`src/rtl/npf_pkg.sv`:
```
package npf_pkg;
   localparam int ADDR_W = 3;
   localparam logic [ADDR_W-1:0] A_SETUP = 3'd0;
   localparam logic [ADDR_W-1:0] A_COUNT = 3'd1;
   localparam logic [ADDR_W-1:0] A_CTRL  = 3'd2;
   localparam logic [ADDR_W-1:0] A_STAT  = 3'd3;
   localparam logic [ADDR_W-1:0] A_DATA  = 3'd4;

   localparam int DIR_BIT  = 0;
   localparam int EN_BIT   = 7;
   localparam int THR_LSB  = 8;
   localparam int THR_W    = 7;
   localparam int CS_LSB   = 24;
   localparam int OCC_LSB  = 24;
   localparam int LANES    = 4;

   typedef struct packed {
      logic [THR_W-1:0] thr;
      logic             en;
      logic             dir;
   } setup_t;
endpackage

```
`src/rtl/npf_regs.sv`:
```
module npf_regs
   import npf_pkg::*;
#(
   parameter int CNT_W   = 14,
   parameter int CS_W    = 3,
   parameter int OCC_W   = 7,
   parameter int THR_MAX = 64
) (
   input  logic              clk,
   input  logic              rst_n,
   input  logic              we,
   input  logic [ADDR_W-1:0] addr,
   input  logic [31:0]       wdata,
   input  logic              rem_zero,
   input  logic              fetch_idle,
   input  logic [OCC_W-1:0]  occ,
   output setup_t            setup,
   output logic [CS_W-1:0]   cs,
   output logic [CNT_W-1:0]  count,
   output logic              running,
   output logic              start,
   output logic              stop
);
   localparam logic [THR_W-1:0] THR_CAP = THR_W'(THR_MAX);

   logic             ctrl_wr, setup_wr, count_wr, done;
   logic [THR_W-1:0] thr_in;

   assign ctrl_wr  = we && (addr == A_CTRL);
   assign setup_wr = we && (addr == A_SETUP) && !running;
   assign count_wr = we && (addr == A_COUNT) && !running;
   assign start    = ctrl_wr && wdata[0] && !running && setup.en && !setup.dir;
   assign stop     = ctrl_wr && !wdata[0];
   assign done     = running && rem_zero && fetch_idle && (occ == '0);
   assign thr_in   = wdata[THR_LSB +: THR_W];

   always_ff @(posedge clk) begin
      if (!rst_n) begin
         setup <= '0;
         cs    <= '0;
      end else if (setup_wr) begin
         setup.dir <= wdata[DIR_BIT];
         setup.en  <= wdata[EN_BIT];
         setup.thr <= (thr_in > THR_CAP) ? THR_CAP : thr_in;
         cs        <= wdata[CS_LSB +: CS_W];
      end
   end

   always_ff @(posedge clk) begin
      if (!rst_n)        count <= '0;
      else if (count_wr) count <= wdata[CNT_W-1:0];
   end

   always_ff @(posedge clk) begin
      if (!rst_n)     running <= 1'b0;
      else if (stop)  running <= 1'b0;
      else if (start) running <= 1'b1;
      else if (done)  running <= 1'b0;
   end
endmodule

```
`src/rtl/npf_fetch.sv`:
```
module npf_fetch #(
   parameter int CNT_W = 14,
   parameter int DEPTH = 64,
   parameter int OCC_W = 7
) (
   input  logic             clk,
   input  logic             rst_n,
   input  logic             start,
   input  logic             stop,
   input  logic             running,
   input  logic [CNT_W-1:0] load_count,
   input  logic [OCC_W-1:0] occ,
   input  logic             nand_ack,
   input  logic [7:0]       nand_din,
   output logic             nand_req,
   output logic             push,
   output logic [7:0]       push_data,
   output logic [CNT_W-1:0] rem
);
   logic space;

   assign space     = int'(occ) < DEPTH;
   assign push      = nand_req && nand_ack && !stop;
   assign push_data = nand_din;

   always_ff @(posedge clk) begin
      if (!rst_n) begin
         nand_req <= 1'b0;
         rem      <= '0;
      end else if (stop) begin
         nand_req <= 1'b0;
         rem      <= '0;
      end else if (start) begin
         nand_req <= 1'b0;
         rem      <= load_count;
      end else if (nand_req && nand_ack) begin
         nand_req <= 1'b0;
         rem      <= rem - 1'b1;
      end else if (!nand_req && running && (rem != '0) && space) begin
         nand_req <= 1'b1;
      end
   end
endmodule

```
`src/rtl/npf_fifo.sv`:
```
module npf_fifo #(
   parameter int DEPTH = 64,
   parameter int LANES = 4,
   parameter int OCC_W = 7
) (
   input  logic               clk,
   input  logic               rst_n,
   input  logic               flush,
   input  logic               push,
   input  logic [7:0]         push_data,
   input  logic               pop,
   output logic [OCC_W-1:0]   occ,
   output logic [8*LANES-1:0] word
);
   localparam int PTR_W = $clog2(DEPTH);

   logic [7:0]       mem [DEPTH];
   logic [PTR_W-1:0] wptr, rptr;
   logic             push_ok, pop_ok;

   assign push_ok = push && (int'(occ) < DEPTH);
   assign pop_ok  = pop && (int'(occ) >= LANES);

   always_ff @(posedge clk) begin
      if (push_ok && !flush) mem[wptr] <= push_data;
   end

   always_ff @(posedge clk) begin
      if (!rst_n || flush) begin
         wptr <= '0;
         rptr <= '0;
         occ  <= '0;
      end else begin
         if (push_ok) wptr <= wptr + 1'b1;
         if (pop_ok)  rptr <= rptr + PTR_W'(LANES);
         occ <= occ + OCC_W'(push_ok) - (pop_ok ? OCC_W'(LANES) : '0);
      end
   end

   for (genvar g = 0; g < LANES; g++) begin : g_lane
      assign word[8*g +: 8] = mem[rptr + PTR_W'(g)];
   end
endmodule

```
`src/rtl/nand_prefetch_eng.sv`:
```
module nand_prefetch_eng
   import npf_pkg::*;
#(
   parameter int DEPTH   = 64,
   parameter int CNT_W   = 14,
   parameter int CS_W    = 3,
   parameter int THR_MAX = 64
) (
   input  logic              clk,
   input  logic              rst_n,
   input  logic              csr_we,
   input  logic              csr_re,
   input  logic [ADDR_W-1:0] csr_addr,
   input  logic [31:0]       csr_wdata,
   output logic [31:0]       csr_rdata,
   output logic              csr_ready,
   output logic              nand_req,
   input  logic              nand_ack,
   input  logic [7:0]        nand_din,
   output logic [CS_W-1:0]   nand_cs
);
   localparam int OCC_W = $clog2(DEPTH) + 1;

   if ((DEPTH & (DEPTH - 1)) != 0 || DEPTH < LANES) begin : g_bad_depth
      $error("DEPTH must be a power of two of at least four");
   end
   if (OCC_W > 7) begin : g_bad_occ
      $error("FIFO occupancy must fit in seven status bits");
   end
   if (CNT_W < 1 || CNT_W > 14) begin : g_bad_cnt
      $error("CNT_W must be 1 to 14");
   end
   if (CS_W < 1 || CS_W > 8) begin : g_bad_cs
      $error("CS_W must be 1 to 8");
   end
   if (THR_MAX < 1 || THR_MAX > 127) begin : g_bad_thr
      $error("THR_MAX must fit in the threshold field");
   end

   setup_t             setup;
   logic [CNT_W-1:0]   count, rem;
   logic [OCC_W-1:0]   occ;
   logic [8*LANES-1:0] word;
   logic               running, start, stop, push, pop;
   logic [7:0]         push_data;

   npf_regs #(.CNT_W(CNT_W), .CS_W(CS_W), .OCC_W(OCC_W), .THR_MAX(THR_MAX)) u_regs (
      .clk(clk), .rst_n(rst_n), .we(csr_we), .addr(csr_addr), .wdata(csr_wdata),
      .rem_zero(rem == '0), .fetch_idle(!nand_req), .occ(occ),
      .setup(setup), .cs(nand_cs), .count(count), .running(running),
      .start(start), .stop(stop)
   );

   npf_fetch #(.CNT_W(CNT_W), .DEPTH(DEPTH), .OCC_W(OCC_W)) u_fetch (
      .clk(clk), .rst_n(rst_n), .start(start), .stop(stop), .running(running),
      .load_count(count), .occ(occ), .nand_ack(nand_ack), .nand_din(nand_din),
      .nand_req(nand_req), .push(push), .push_data(push_data), .rem(rem)
   );

   npf_fifo #(.DEPTH(DEPTH), .LANES(LANES), .OCC_W(OCC_W)) u_fifo (
      .clk(clk), .rst_n(rst_n), .flush(stop), .push(push), .push_data(push_data),
      .pop(pop), .occ(occ), .word(word)
   );

   assign csr_ready = (csr_addr != A_DATA) || (int'(occ) >= LANES);
   assign pop       = csr_re && (csr_addr == A_DATA) && csr_ready;

   always_comb begin
      csr_rdata = '0;
      case (csr_addr)
         A_SETUP: begin
            csr_rdata[DIR_BIT]            = setup.dir;
            csr_rdata[EN_BIT]             = setup.en;
            csr_rdata[THR_LSB +: THR_W]   = setup.thr;
            csr_rdata[CS_LSB +: CS_W]     = nand_cs;
         end
         A_COUNT: csr_rdata[CNT_W-1:0] = count;
         A_CTRL:  csr_rdata[0]         = running;
         A_STAT: begin
            csr_rdata[CNT_W-1:0]          = rem;
            csr_rdata[OCC_LSB +: OCC_W]   = occ;
         end
         A_DATA:  csr_rdata[8*LANES-1:0] = word;
         default: csr_rdata = '0;
      endcase
   end
endmodule

```
`config.mk`:
```
export PLATFORM = sky130hd
export DESIGN_NAME = nand_prefetch_eng
export DESIGN_NICKNAME = d
export VERILOG_FILES = /design/src/rtl/npf_pkg.sv /design/src/rtl/npf_regs.sv /design/src/rtl/npf_fetch.sv /design/src/rtl/npf_fifo.sv /design/src/rtl/nand_prefetch_eng.sv
export SDC_FILE = /design/constraint.sdc
export NUM_CORES = 1
export LEC_CHECK = 0
export ABC_CLOCK_PERIOD_IN_PS = 3400
export BUFFER_PORTS_ARGS = -buffer_cell sky130_fd_sc_hd__buf_2
export CORE_MARGIN = 1
export CORE_UTILIZATION = 30
export DETAILED_ROUTE_END_ITERATION = 12
export MAX_ROUTING_LAYER = met4
export PLACE_DENSITY = 0.53
export REMOVE_ABC_BUFFERS = 1
export SLEW_MARGIN = 5
export SYNTH_ARGS = -nofsm -noshare
export SYNTH_HDL_FRONTEND = slang
export SYNTH_SLANG_ARGS = --single-unit
```
`constraint.sdc`:
```
create_clock -name clk -period 3.4 [get_ports clk]
set_input_delay 0.51 -clock clk [delete_from_list [all_inputs] [get_ports clk]]
set_output_delay 0.51 -clock clk [all_outputs]
set_load 0.1 [all_outputs]
```
==> results_dict.tcl, run 1 <==
set metrics [dict create \
    status "completed" \
    crit_path_frequent_cell "buf_4" \
    grt_setup_unrepaired "no" \
    dieArea_sq_mm 0.0780 \
    grt_pass1_wl_um 83500 \
    dp_hpwl_um 35700 \
    slew_headroom_pct 15.2 \
    path_class "reg -> out" \
    fin_cells 2532 \
    design.core.area_sq_mm 0.0759 \
    rows 101 \
    grt_antenna_before_repair 0 \
    ys_warn_count 0 \
    min_path_type "in -> reg" \
    syn-instance-count 1285 \
    yosys_most_used_dff "edfxtp_1" \
    cpLargestDelayFamily "buffers and inverters" \
    synth-compound-area-share_pct 3.63 \
    cts_inserted_buffers 60 \
    syn_area_per_cell_sq_um 17.9 \
    seqCellArea_sq_mm 0.0166 \
    antennaDiodeCount 0 \
    die_y_um 279 \
    arrival_ps 2810 \
    p_leak_uw 0.00905 \
    portBuffers 70 \
    drt_first_iter_violations 911 \
    finalHoldViolations 0 \
    synth_edf_count 512 \
    critPathMaxStageDelay_ps 540 \
    wl_um 56300 \
    grt_usage_pct 14.9 \
    synth_cell_types 55 \
    overflow 0 \
    holdWs_ps 134 \
    ys_ff_latch 575 \
    synthXorXnorAreaFrac_pct 0.950 \
    grt_pass1_vias 12582 \
    cts-root-buf "clkbuf_16" \
    cts_tree "done" \
    io_pins 85 \
    cp-start-kind "flip-flop" \
    critPathBufInv 5 \
    nets 1517 \
    finalCriticalPeriod_ps 3320 \
    tightest_slew_ps 1270 \
    fillCellCount 7041 \
    h-tree-depth 2 \
    netlist_area_sq_mm 0.0231 \
    wl_per_cell_um 22.3 \
    slew_violations 0 \
    multi_input_area_sq_mm 0.00607 \
    insertion_delay_ps 640 \
    crit_required_ps 2890 \
    path_max_fanout 10 \
    synthAdderAreaFrac_pct 0.814 \
    finalCoreUtilization_pct 36.6 \
    layout-drive-gt1-share_pct 28.2 \
    vias 12171 \
    cts.clk_slew.worst_paths_ps 60 \
    synth-simple-area-share_pct 5.22 \
    grt_max_degree 65 \
    syn_to_final_growth_pct 20.7 \
    finalSetupViolations 0 \
    muxShareOfSynthArea_pct 15.6 \
    cp-end-kind "primary output" \
    start_util_pct 30.4 \
    maxCapViolCount 0 \
    place_inst 2408 \
    async_flop_share_pct 0 \
    clk_path_buf_depth 3 \
    place_congestion 0.815 \
    finalClockSkew_ps 26.9 \
    fmaxAchievable_mhz 301 \
    ir_drop_mv 0.492 \
    path_cells "buf_12, buf_4, buf_4, mux4_2, mux2i_1, o22ai_1, buf_4, buf_12" \
    cts_sinks 575 \
    drcViolationCount 0 \
    period_share_pct 97.6 \
    ys_seq_area_share_pct 72.2 \
    power_density_mw_per_mm2 549 \
    drtAntennaViolNets 0 \
    cp_slowest_cell "mux4_2" \
    drt-vias-per-instance 4.81 \
    synth_top_family_by_area "multiplexers" \
    dr.pass1.iters 5 \
    die_w_um 279 \
]
metrics by stage:
| stage | TNS [ps] | power [uW] | area (sq um) | setup WS, ps |
|---|---|---|---|---|
| 4_1_cts | 0 | 15400 | 27700 | 9.38 |
| 6_report | 0 | 15300 | 27800 | 81.4 |
| 3_5_place_dp | 0 | 8750 | 25600 | 237 |
| 3_3_place_gp | 0 | 8740 | 25600 | 292 |
| 2_1_floorplan | -101830 | 8390 | 22700 | -4090 |
| 5_1_grt | 0 | 15700 | 27800 | 4.39 |
power breakdown:
part           internal [uW]  switching, uW  total (uW)
clock                   3890           2770        6660
combinational            351            519         870
sequential              7710           45.2        7750
total                  11900           3330       15300
flip-flops by register name (all words and copies together) (netlist names), named ones only:
register	flops
u_regs.running	1
u_regs.setup	9
u_fifo.mem	512
u_fifo.wptr	6
u_fifo.rptr	4
u_fifo.occ	7
u_regs.cs	3
u_fetch.rem	14
u_regs.count	14
u_fetch.nand_req	1
final timing paths:
kind         slack [ps]                          from  cells past startpoint                      endpoint
max                  80   u_fifo.rptr[2]$_SDFFE_PP0P_                      8                 csr_rdata[22]
min                 130                 csr_wdata[24]                      3     u_regs.cs[0]$_SDFFE_PN0P_
max reg2reg         590      u_fifo.occ[6]$_SDFF_PP0_                      5   u_fifo.mem[44][2]$_DFFE_PP_
min reg2reg         480  u_regs.setup[3]$_SDFFE_PN0P_                      2  u_regs.setup[3]$_SDFFE_PN0P_
layer usage:
| layer | wire [um] | global-route usage [%] |
|---|---|---|
| met5 | 0 | - |
| met3 | 2300 | 1.98 |
| met1 | 25300 | 19.6 |
| met2 | 27700 | 24.4 |
| met4 | 1020 | 3.85 |
tightest hold or removal path, stage by stage:
cell and delay, ps:
buf_2 100, nand2_1 40, a21boi_0 60
cell type report:
| cell class | count | area share (%) |
|---|---|---|
| sequential | 575 | 59.8 |
| multi-input combinational | 625 | 21.8 |
| timing repair buffer | 180 | 6.33 |
| clock buffer | 81 | 5.83 |
| tap | 1030 | 4.63 |
| clock inverter | 29 | 1.36 |
| inverter | 12 | 0.162 |
cell families (layout without fill, tap and decap cells):
kind of cell	after synthesis	count (layout)
buffers and inverters	85	302
xor gates and xnor gates	25	25
AOI/OAI and AO/OA	120	120
adders and majority gates	15	15
and+or+nand+nor	259	259
muxes	206	206
DFF	575	575
placed cells by master, fill, tap and decap left out, drive strengths merged, types with 7 or more instances in the layout:
cell type and instances:
xor2 10, buf 179, o21ai 13, dfxtp 63, inv 14, nor2b 22, nand2 59, nor2 112
clkbuf 82, a22oi 14, a21oi 16, ha 15, mux4 121, o22ai 13, mux2i 68, mux2 17
nand3b 10, nand3 12, edfxtp 512, a211oi 15, xnor2 15, bufinv 7, a21boi 12, clkinv 17
o211ai 7
what timing repair did:
action,CTS,global route
setup endpoints to repair,27,5
hold buffers,0,0
resized for setup,8,6
pin swaps,0,1
buffers inserted,7,7
cells in the mapped netlist (7+ instances only):
master	n	share of area, %
a211oi_1	14	0.46
a21boi_0	12	0.39
a21oi_1	16	0.35
a22oi_1	14	0.46
buf_1	8	0.13
buf_2	20	0.43
clkbuf_1	40	0.65
dfxtp_1	63	5.5
edfxtp_1	512	67
ha_1	15	0.81
inv_1	12	0.20
mux2_2	17	0.83
mux2i_1	68	3.0
mux4_2	121	12
nand2_1	59	0.96
nand3_1	12	0.26
nand3b_1	10	0.33
nor2_1	112	1.8
nor2b_1	22	0.60
o211ai_1	7	0.23
o21ai_0	13	0.28
o22ai_1	13	0.35
xnor2_1	15	0.57
xor2_1	10	0.38
(Power assumes the default switching activity.)
==> inputs of run 2 (changes only) <==
ABC_CLOCK_PERIOD_IN_PS = 2760   (was 3400)
PLACE_DENSITY = 0.54   (was 0.53)
clock period = 2.76 ns   (was 3.4 ns; I/O delays follow)
==> results_dict.tcl, run 2 (same netlist as run 1, synthesis figures left out) <==
set metrics [dict create \
    die_y_um 279 \
    cp_slowest_cell "mux4_2" \
    met3_usage_pct 2.39 \
    cts_sinks 575 \
    maxCapViolCount 0 \
    place_congestion 0.784 \
    largest-register "u_fifo.mem" \
    finalSetupViolations 31 \
    fillCellCount 6911 \
    grt_max_degree 65 \
    cts.clk_slew.worst_paths_ps 60 \
    finalCoreUtilization_pct 38.3 \
    cp-end-kind "primary output" \
    overflow 0 \
    holdWs_ps 47.5 \
    path_cells "buf_12, buf_4, clkbuf_16, mux4_2, a22oi_2, o211ai_1, clkbuf_16" \
    finalHoldViolations 0 \
    violations "negative setup slack" \
    critPathMaxStageDelay_ps 510 \
    grt_usage_pct 14.9 \
    antennaDiodeCount 0 \
    drt_first_iter_violations 846 \
    die_w_um 279 \
    ctsHoldBuffers 0 \
    drtAntennaViolNets 0 \
    cts_tree "done" \
    dieArea_sq_mm 0.0780 \
    start_util_pct 30.4 \
    path_class "reg -> out" \
    ir_drop_mv 0.456 \
    path_max_fanout 6 \
    layout_common_cells "edfxtp_1 (512), buf_4 (122), mux4_2 (121), nor2_1 (110), clkbuf_16 (65)" \
    syn_to_final_growth_pct 26.2 \
    use_met2_pct 23.9 \
    wl_per_cell_um 21.9 \
    min_path_type "in -> reg" \
    rows 101 \
    cts-root-buf "clkbuf_16" \
    grt_pass1_vias 12676 \
    clk_path_buf_depth 3 \
    cpLargestDelayFamily "buffers and inverters" \
    status "finished, violations left" \
    io_pins 85 \
    arrival_ps 2650 \
    vias 12387 \
    finalClockSkew_ps 23.4 \
    cp-start-kind "flip-flop" \
    slew_headroom_pct 40.3 \
    dp_hpwl_um 35700 \
    largest_reg_flops 512 \
    h-tree-depth 2 \
    crit_required_ps 2350 \
    portBuffers 70 \
    layout-drive-gt1-share_pct 35.4 \
    insertion_delay_ps 620 \
    dr.pass1.iters 5 \
    crit_path_frequent_cell "clkbuf_16" \
    cts_inserted_buffers 60 \
    finalCriticalPeriod_ps 3060 \
    drcViolationCount 0 \
    wl_um 56700 \
    drt-vias-per-instance 4.78 \
    p_leak_uw 0.00946 \
    design.core.area_sq_mm 0.0759 \
    critPathBufInv 4 \
    grt_pass1_wl_um 83600 \
    fmaxAchievable_mhz 326 \
    reg_top3 "u_fifo.mem: 512 flops, u_fetch.rem: 14 flops, u_regs.count: 14 flops" \
    nets 1577 \
    slew_violations 0 \
    grt_use_met1_pct 19.9 \
    grt_antenna_before_repair 0 \
    power_density_mw_per_mm2 643 \
    busiest_layer "met2" \
    period_share_pct 111 \
    tightest_slew_ps 892 \
    timing.final.ws_setup_ps -304 \
    layout_commonest_cell "edfxtp_1" \
    grt_setup_unrepaired "yes" \
]
[run 2: cell types whose count changed in the layout (fill, tap and decap cells not counted), moves of 11 or more]
cell     delta
nand2_1    -11
buf_4      +22
buf_12     +12
mux2i_1    -16
[run 2: cell type report]
class                           count  area [sq um]  share of cell area [%]
Tap cell                         1030          1290                    4.43
Timing Repair Buffer              240          2640                    9.05
Inverter                           12          47.5                   0.163
Multi-Input combinational cell    625          6560                    22.6
Clock inverter                     35           348                    1.20
Sequential cell                   575         16700                    57.2
Clock buffer                       74          1560                    5.37
[run 2: what timing repair did]
item,in CTS,in global routing
gates cloned,7,3
resized for setup,141,37
pin swaps,34,20
endpoints found under the setup margin,32,75
endpoints found under the hold margin,0,0
buffers inserted,28,29
[run 2: layer usage]
metal	up-vias	wire length, um
met3	83	2610
met4	0	1130
met2	282	27600
met1	6451	25400
li1	5571	-
met5	-	0
[run 2: stage by stage]
stage	total power, uW	cells	TNS (ps)	worst slack, ps	cell area, sq um
floorplan	10300	1212	-124200	-4630	22700
global placement	10800	2433	-179	-76.8	25900
detailed placement	10800	2433	-668	-117	25900
CTS	18800	2566	-8040	-361	28800
global route	19300	2591	-9150	-414	29100
finish	18700	2591	-6260	-304	29100
[run 2: power breakdown]
part           switching (uW)  internal [uW]
clock network            3370           4500
registers                37.7           9500
logic                     706            590
total                    4110          14600
[run 2: worst paths after layout]
kind         slack, ps  cells past startpoint                      endpoint                          from
max               -300                      7                 csr_rdata[14]   u_fifo.rptr[2]$_SDFFE_PP0P_
min                 50                      3     u_regs.cs[2]$_SDFFE_PN0P_                 csr_wdata[26]
max reg2reg        190                      6   u_fifo.mem[40][4]$_DFFE_PP_      u_fifo.occ[6]$_SDFF_PP0_
min reg2reg        480                      2  u_regs.setup[8]$_SDFFE_PN0P_  u_regs.setup[8]$_SDFFE_PN0P_
[run 2: worst min-delay path: cells and delay by family]
kind	cells	cell delay, ps
simple gates	1	50
buf+inv	1	100
compound gates	1	70
